<file path="src/rtl/qr_seq_pkg.sv">
package qr_seq_pkg;

    typedef enum logic [2:0] {
        SQ_IDLE   = 3'd0,
        SQ_PRI    = 3'd1,
        SQ_DT_SEC = 3'd2,
        SQ_SEC    = 3'd3,
        SQ_DT_PRI = 3'd4
    } sq_state_e;

endpackage

</file>
<file path="src/rtl/qr_desat_sync.sv">
module qr_desat_sync #(
    parameter int STAGES = 2
) (
    input  logic clk,
    input  logic rst_n,
    input  logic din,
    output logic fall
);
    typedef struct packed {
        logic [STAGES-1:0] sh;
        logic              last;
    } sync_t;

    sync_t sy_d, sy_q;

    always_comb begin
        sy_d      = sy_q;
        sy_d.sh   = {sy_q.sh[STAGES-2:0], din};
        sy_d.last = sy_q.sh[STAGES-1];
        fall      = sy_q.last & ~sy_q.sh[STAGES-1];
    end

    always_ff @(posedge clk or negedge rst_n) begin
        if (!rst_n) sy_q <= '0;
        else        sy_q <= sy_d;
    end
endmodule

</file>
<file path="src/rtl/qr_oneshot.sv">
module qr_oneshot #(
    parameter int WIDTH = 4
) (
    input  logic clk,
    input  logic rst_n,
    input  logic fire,
    output logic pulse
);
    localparam int CW = $clog2(WIDTH + 1);

    typedef struct packed {
        logic          act;
        logic [CW-1:0] cnt;
    } os_t;

    os_t os_d, os_q;

    always_comb begin
        os_d = os_q;
        if (fire) begin
            os_d.act = 1'b1;
            os_d.cnt = CW'(WIDTH - 1);
        end else if (os_q.act) begin
            if (os_q.cnt == '0) os_d.act = 1'b0;
            else                os_d.cnt = os_q.cnt - 1'b1;
        end
        pulse = os_q.act;
    end

    always_ff @(posedge clk or negedge rst_n) begin
        if (!rst_n) os_q <= '0;
        else        os_q <= os_d;
    end
endmodule

</file>
<file path="src/rtl/qr_wdog.sv">
module qr_wdog #(
    parameter int W = 16
) (
    input  logic         clk,
    input  logic         rst_n,
    input  logic         clr,
    input  logic [W-1:0] period,
    output logic         expire
);
    typedef struct packed {
        logic [W-1:0] cnt;
    } wd_t;

    wd_t wd_d, wd_q;

    always_comb begin
        wd_d   = wd_q;
        expire = (wd_q.cnt == period) && !clr;
        if (clr || expire) wd_d.cnt = '0;
        else               wd_d.cnt = wd_q.cnt + 1'b1;
    end

    always_ff @(posedge clk or negedge rst_n) begin
        if (!rst_n) wd_q <= '0;
        else        wd_q <= wd_d;
    end
endmodule

</file>
<file path="src/rtl/qr_cycle_seq.sv">
module qr_cycle_seq
    import qr_seq_pkg::*;
#(
    parameter int BLANK_CYC   = 24,
    parameter int TRIG_CYC    = 4,
    parameter int SYNC_STAGES = 2,
    parameter int WD_W        = 16,
    parameter int DT_W        = 6
) (
    input  logic            clk,
    input  logic            rst_n,
    input  logic            desat_in,
    input  logic            ipk_trip,
    input  logic            qr_en,
    input  logic            wd_en,
    input  logic [WD_W-1:0] wd_period,
    input  logic [DT_W-1:0] dt_pri,
    input  logic [DT_W-1:0] dt_sec,
    output logic            pri_drv,
    output logic            sec_drv,
    output logic            wd_rst_strobe
);
    localparam logic [DT_W-1:0] DT_ONE = DT_W'(1);

    typedef struct packed {
        sq_state_e       state;
        logic [DT_W-1:0] dt_cnt;
        logic            sync_ff;
    } seq_t;

    seq_t st_d, st_q;

    logic desat_fall;
    logic blank_pulse;
    logic trig_pulse;
    logic wd_exp;
    logic blank_fire;
    logic trig_fire;
    logic restart;

    qr_desat_sync #(.STAGES(SYNC_STAGES)) u_sync (
        .clk   (clk),
        .rst_n (rst_n),
        .din   (desat_in),
        .fall  (desat_fall)
    );

    qr_oneshot #(.WIDTH(BLANK_CYC)) u_blank (
        .clk   (clk),
        .rst_n (rst_n),
        .fire  (blank_fire),
        .pulse (blank_pulse)
    );

    qr_oneshot #(.WIDTH(TRIG_CYC)) u_trig (
        .clk   (clk),
        .rst_n (rst_n),
        .fire  (trig_fire),
        .pulse (trig_pulse)
    );

    qr_wdog #(.W(WD_W)) u_wdog (
        .clk    (clk),
        .rst_n  (rst_n),
        .clr    (blank_pulse),
        .period (wd_period),
        .expire (wd_exp)
    );

    always_comb begin
        st_d       = st_q;
        restart    = wd_exp && wd_en;
        blank_fire = (st_q.state == SQ_PRI) && ipk_trip;
        trig_fire  = desat_fall && qr_en && (st_q.state == SQ_SEC)
                     && !blank_pulse && !st_q.sync_ff;

        // capture flip-flop: cleared by blanking, set by a qualified edge
        if (blank_pulse)    st_d.sync_ff = 1'b0;
        else if (trig_fire) st_d.sync_ff = 1'b1;

        unique case (st_q.state)
            SQ_IDLE: begin
                if (restart) begin
                    st_d.state  = SQ_DT_PRI;
                    st_d.dt_cnt = DT_ONE;
                end
            end
            SQ_PRI: begin
                if (ipk_trip) begin
                    st_d.state  = SQ_DT_SEC;
                    st_d.dt_cnt = DT_ONE;
                end
            end
            SQ_DT_SEC: begin
                if (st_q.dt_cnt >= dt_sec) st_d.state  = SQ_SEC;
                else                       st_d.dt_cnt = st_q.dt_cnt + 1'b1;
            end
            SQ_SEC: begin
                if (trig_pulse || restart) begin
                    st_d.state  = SQ_DT_PRI;
                    st_d.dt_cnt = DT_ONE;
                end
            end
            SQ_DT_PRI: begin
                if (st_q.dt_cnt >= dt_pri) st_d.state  = SQ_PRI;
                else                       st_d.dt_cnt = st_q.dt_cnt + 1'b1;
            end
            default: begin
                st_d.state  = SQ_IDLE;
                st_d.dt_cnt = '0;
            end
        endcase

        pri_drv       = (st_q.state == SQ_PRI);
        sec_drv       = (st_q.state == SQ_SEC);
        wd_rst_strobe = blank_pulse;
    end

    always_ff @(posedge clk or negedge rst_n) begin
        if (!rst_n) begin
            st_q.state   <= SQ_IDLE;
            st_q.dt_cnt  <= '0;
            st_q.sync_ff <= 1'b0;
        end else begin
            st_q <= st_d;
        end
    end
endmodule

</file>
<file path="config.mk">
export PLATFORM = sky130hd
export DESIGN_NAME = qr_cycle_seq
export DESIGN_NICKNAME = d
export VERILOG_FILES = /design/src/rtl/qr_seq_pkg.sv /design/src/rtl/qr_desat_sync.sv /design/src/rtl/qr_oneshot.sv /design/src/rtl/qr_wdog.sv /design/src/rtl/qr_cycle_seq.sv
export SDC_FILE = /design/constraint.sdc
export NUM_CORES = 1
export LEC_CHECK = 0
export ABC_AREA = 1
export ABC_CLOCK_PERIOD_IN_PS = 2600
export BUFFER_PORTS_ARGS = -buffer_cell sky130_fd_sc_hd__clkbuf_2
export CORE_UTILIZATION = 30
export DETAILED_ROUTE_END_ITERATION = 16
export GPL_ROUTABILITY_DRIVEN = 1
export MAX_ROUTING_LAYER = met4
export PLACE_DENSITY = 0.51
export SYNTH_ARGS = -nofsm -noshare
export SYNTH_HDL_FRONTEND = slang
export SYNTH_SLANG_ARGS = --single-unit
</file>
<file path="constraint.sdc">
create_clock -name clk -period 2.6 [get_ports clk]
set_input_delay 0.52 -clock clk [delete_from_list [all_inputs] [get_ports clk]]
set_output_delay 0.52 -clock clk [all_outputs]
set_load 0.005 [all_outputs]
</file>
# Yosys cells after proc, flatten, opt, wreduce, memory -nomap -nowiden
# Index checks and enable logic that the tools add are counted.
# Widths: inputs -> output; s select.
[classes]
n_eq_ne = 14
order_cmp = 2
shift = 0
bitwise_logic = 2
div = 0
mux = 19
n_addsub = 4
mul = 0
reduce_logical = 21
[op_table]
columns = ["cell", "n"]
rows = [
  ["$pmux 9 s5", 1],
  ["$mux 9", 3],
  ["$mux 6", 4],
  ["$add 16x1->16 const B", 1],
  ["$eq 16x16->1", 1],
  ["$mux 16", 1],
  ["$ne 2x2->1 const B", 8],
  ["$ge 6x6->1", 2],
  ["$reduce_and 5->1", 2],
  ["$mux 3", 3],
  ["$mux 4", 2],
  ["$logic_and 1x1->1", 7],
  ["$add 6x1->6 const B", 1],
  ["$eq 3x2->1 const B", 2],
  ["$logic_not 3->1", 2],
  ["$reduce_bool 2->1", 3],
  ["$logic_not 5->1", 1],
  ["$mux 5", 1],
  ["$sub 5x1->5 const B", 1],
  ["$mux 1", 4],
  ["$reduce_and 2->1", 2],
  ["$eq 3x1->1 const B", 1],
  ["$eq 3x3->1 const B", 1],
  ["$sub 3x1->3 const B", 1],
  ["5 further kinds", 7],
]
[word_totals]
elab_cells = 72
rom_bits = 0
output_inout_bits = 3
inputBits = 34
ram_bits = 0
n_memories = 0
ff_bits = 39
latchBits = 0

# Depth between registers and ports, before layout
[depth]
depth_word = 8
mapped_depth = 13
depth_no_buf = 13

# Cells and area by module
# Synthesis repeated with hierarchy kept, for this count alone.
[hier_totals]
hier_cells = 405
area_unflattened_um2 = 2872.8
[by_module_without_submodules]
columns = ["mod", "area_per_inst_um2", "cells_each", "n_inst", "seq_area_each_um2"]
rows = [
  ["qr_wdog", 1171.1, 179, 1, 400.4],
  ["qr_cycle_seq", 1043.5, 152, 1, 250.2],
  ["qr_oneshot at u_blank", 370.4, 45, 1, 150.1],
  ["qr_oneshot at u_trig", 202.7, 24, 1, 100.1],
  ["qr_desat_sync", 85.1, 5, 1, 75.1],
]

# Worst setup path after synthesis
# No wires, ideal clock.
[synth_path]
kind = "input to register"
from = "in dt_sec[5]"
to = "reg st_q[3] (netlist name)"
t_required_ns = 2.483
t_arrival_ns = 1.625
setup_slack_ns = 0.858
path_buffers = 0
stages = 11
setup_ns = 0.117
cell_sequence = "inv_1 ha_1 a21o_1 nor2_1 nand2_1 nand2_1 nand2_2 nor2_4 nand2_4 nand2_1 nand2_1"
[synth_via]
elab_chain_cells = 3
[synth_lines]
columns = ["item", "line", "source"]
rows = [
  ["from (decl)", "qr_cycle_seq.sv:18", "input logic [DT_W-1:0] dt_sec,"],
  ["$ge 6x6->1", "qr_cycle_seq.sv:95", "if (st_q.dt_cnt >= dt_sec) st_d.state = SQ_SEC;"],
  ["$ne 2x2->1 (no line)", "--", ""],
  ["$reduce_and 5->1 (no line)", "--", ""],
  ["to (signal assigned)", "qr_cycle_seq.sv:125", "st_q <= st_d;"],
  ["to (decl)", "qr_cycle_seq.sv:31", "seq_t st_d, st_q;"],
]
# No other way between the ends.
# A chain may end at the register's enable or synchronous reset.

# Final worst setup path
[layout_path]
from = "reg st_q[1] (netlist name)"
to = "reg st_q[1] (netlist name)"
[layout_via]
elab_chain_cells = 3
word_cells_on_any_way = 9
cone_classes = "add/sub (1); order compare (2); eq/ne (2); mux (3); reduce/logical (1)"
[layout_lines]
columns = ["item", "line", "source"]
rows = [
  ["$add 6x1->6, or another cell as far along", "qr_cycle_seq.sv:96, qr_cycle_seq.sv:106", ""],
  ["$mux 6, or another cell as far along", "qr_cycle_seq.sv:105", "if (st_q.dt_cnt >= dt_pri) st_d.state = SQ_PRI;"],
  ["$pmux 9 s5 / $reduce_and 5->1 (equally long branches)", "--", ""],
]
# Several ways; a longest one is shown, not always the timed one. The select of a mux whose other input is x is not followed.

==> out/qor.csv <==
stage,metric,value,unit
finish,multi_input_area,1370,um^2
finish,register_area,976,um^2
detailed_routing,vias_per_cell,4.28,
timing,setup_viol,0,
logic_synthesis,synth_top_area_share,37.1,%
logic_synthesis,synth_enable_flop_cells,0,
floorplanning,die_w,95.6,um
flow_run,drv_cap,0,
logic_synthesis,synthFlopType,dfrtp_1,
clocking,htreeDepth,2,
floorplanning,rows,33,
logic_synthesis,muxShareOfSynthArea,0,%
clocking,cts.repair.resized,0,
clocking,cts_max_path_buffers,2,
clocking,path_clk_slew,80,ps
logic_synthesis,avgSynthCellArea,7.18,um^2
logic_synthesis,synth_compound_area_share,5.29,%
timing,finalSetupTns,0,ps
critical_path,worst_ep_required_time,2780,ps
clocking,clock_latency,290,ps
detailed_routing,antenna_left,0,
detailed_routing,drc,0,
timing,final-max-slew-violation-count,0,
logic_synthesis,ys.warnings.count,0,
placed_design,port-buffer-count,36,
timing,rsz0062_at_grt,no,
floorplanning,coreArea,8340,um^2
worst_hold_path,holdCritPathClass,in -> async,
clocking,cts.sink_count,39,
logic_synthesis,synth-seq-area-share,37.1,%
logic_synthesis,yosysMostFrequentCell,nand2_1,
logic_synthesis,syn_area,2630,um^2
logic_synthesis,synth_top_cell_by_area,dfrtp_1,
finish,fillers,902,
detailed_routing,drt_iter0_markers,75,
finish,diodes,0,
logic_synthesis,synth_common_cells,"nand2_1 (104), inv_1 (64), nor2_1 (43), dfrtp_1 (39), nand3_1 (18)",
detailed_routing,num_vias,2205,
logic_synthesis,ys_seq_elements,39,
power,peakVddDrop,0.283,mV
timing,timing.fmax,548,MHz
detailed_routing,first_pass_iters,4,
finish,final_nets,460,
logic_synthesis,synth_top_family_by_area,simple AND/OR/NAND/NOR gates,
finish,fin_area,3020,um^2
power,power_leakage,1.68,nW
grt,first_global_vias,2154,
clocking,cts_setup_buffers,0,
grt,grt_use_total,12.8,%
critical_path,start_kind,flip-flop,
finish,final_util,36.2,%
power,power_density,663,nW/um^2
status,status,"finished, final reports clean",
finish,syn_to_final_growth,14.9,%
logic_synthesis,synthesis.nets,417,
timing,min_period,1820,ps
clocking,cts_hold_buffers,0,
clocking,cts_buffers,5,
timing,tightest_slew,516,ps
detailed_routing,drt-total-wl,4950,um
floorplanning,dieArea,9140,um^2
critical_path,critPathArrivalTime,2010,ps
grt,grt_max_degree,40,
finish,drive_gt1_share,18.5,%
detailed_routing,routedWlPerCell,9.61,um
placed_design,placed_cell_area,2940,um^2
logic_synthesis,synth_cells,366,
timing,finClkSkew,9.81,ps
critical_path,setup.worst_path.end_class,flip-flop,
clocking,root_buffer,clkbuf_8,
critical_path,crit_fanout,7,
grt,grt_overflow,0,
power,power,2.00,mW
logic_synthesis,yosys.area_share.simple,35.0,%
critical_path,worstSetupPathType,reg -> reg,
logic_synthesis,synth_area_leaders,"dfrtp_1 (37%), nand2_1 (15%), inv_1 (9.1%)",
timing,period_share,70.2,%
placed_design,gp_congestion,0.774,
logic_synthesis,synth_xor_area_share,3.67,%
grt,grt_first_pass_wirelength,8920,um
logic_synthesis,synthArstFlopShare,100,%
floorplanning,ioPinCount,37,
logic_synthesis,yosysUniqueCellTypes,32,
timing,hold_viol_final,0,
grt,grt_antenna_before_repair,0,
timing,slew_headroom,65.6,%
floorplanning,start_util,31.5,%
floorplanning,die_height,95.6,um
clocking,cts_tree,done,
logic_synthesis,synth_fa_ha_area_share,8.10,%
placed_design,dp_hpwl,3900,um
## critical path, cell delays in order (launching register included)
cell	delay, ps
dfrtp_1	400
inv_1	100
ha_1	270
inv_1	50
a21boi_0	60
o21ai_0	230
a21oi_1	160
nor2_4	230
nand2_4	100
nand2_1	60
nand2_1	50
## placed cells by master (no fill, tap or decap), types with 3 or more instances in the layout
master,n
nor2_1,43
inv_2,8
xnor2_1,3
nand2_4,3
xor2_1,8
nor3_1,4
dfrtp_1,39
ha_1,17
o21ai_1,3
nor2_2,6
nand2_1,104
clkinv_2,3
nand3_1,18
nor3b_1,3
clkbuf_8,5
nand2_2,6
clkbuf_2,36
o21ai_0,9
a21oi_1,7
inv_1,64
## report_power, final
part / switching, mW / internal (mW)
Clock: 0.215 / 0.184
Combinational: 0.475 / 0.282
Sequential: 0.128 / 0.719
Total: 0.817 / 1.18
## cells by family (layout without fill, tap and decap cells)
logic type               count (synthesis)  count (layout)
AO/OA/AOI/OAI                           25              25
XOR/XNOR                                11              11
adder cells (fa/ha/maj)                 17              17
buffers and inverters                   74             118
flip-flops                              39              39
AND/OR/NAND/NOR                        200             200
## sequential cells by signal, indices dropped and copies added, names as in the netlist
register	flops
st_q	10
u_blank.os_q	5
u_trig.os_q	3
u_blank.pulse	1
u_sync.sy_q	1
u_trig.pulse	1
u_sync.sy_d	2
u_wdog.wd_q	16
## metal layers
layer | GRT usage [%] | vias up | part of all wire, %
li1 | - | 1203 | -
met1 | 15.6 | 975 | 49
met2 | 21.6 | 22 | 47
met3 | 2.39 | 5 | 2.9
met4 | 3.61 | 0 | 0.77
met5 | - | - | 0
## layout make-up
cell class	count	share of cell area, %
timing repair buffer	37	6.22
multi-input combinational	253	45.3
sequential	39	32.3
clock inverter	3	0.497
tap	105	4.35
clock buffer	5	2.28
inverter	73	9.08
## final timing paths
| path | from | to | slack (ps) | cells past startpoint |
|---|---|---|---|---|
| worst max register to register | st_q[1] | st_q[1] | 780 | 10 |
| worst max-delay path | st_q[1] | st_q[1] | 780 | 10 |
| worst min-delay path | rst_n | u_wdog.wd_q[12] | 280 | 2 |
| min in group clk | desat_in | u_sync.sy_d[2] | 330 | 1 |
| max in group asynchronous | rst_n | u_blank.pulse | 1950 | 2 |
| worst min register to register | u_sync.sy_d[2] | u_sync.sy_d[0] | 360 | 0 |
## per-stage QoR
stage / hold slack [ps] / setup slack, ps / cells
detailed placement: 337 / 630 / 507
global route: 315 / 609 / 515
floorplan: 224 / 858 / 366
CTS: 309 / 752 / 515
finish: 275 / 776 / 515
global placement: 341 / 659 / 507
(Power assumes the default switching activity.)
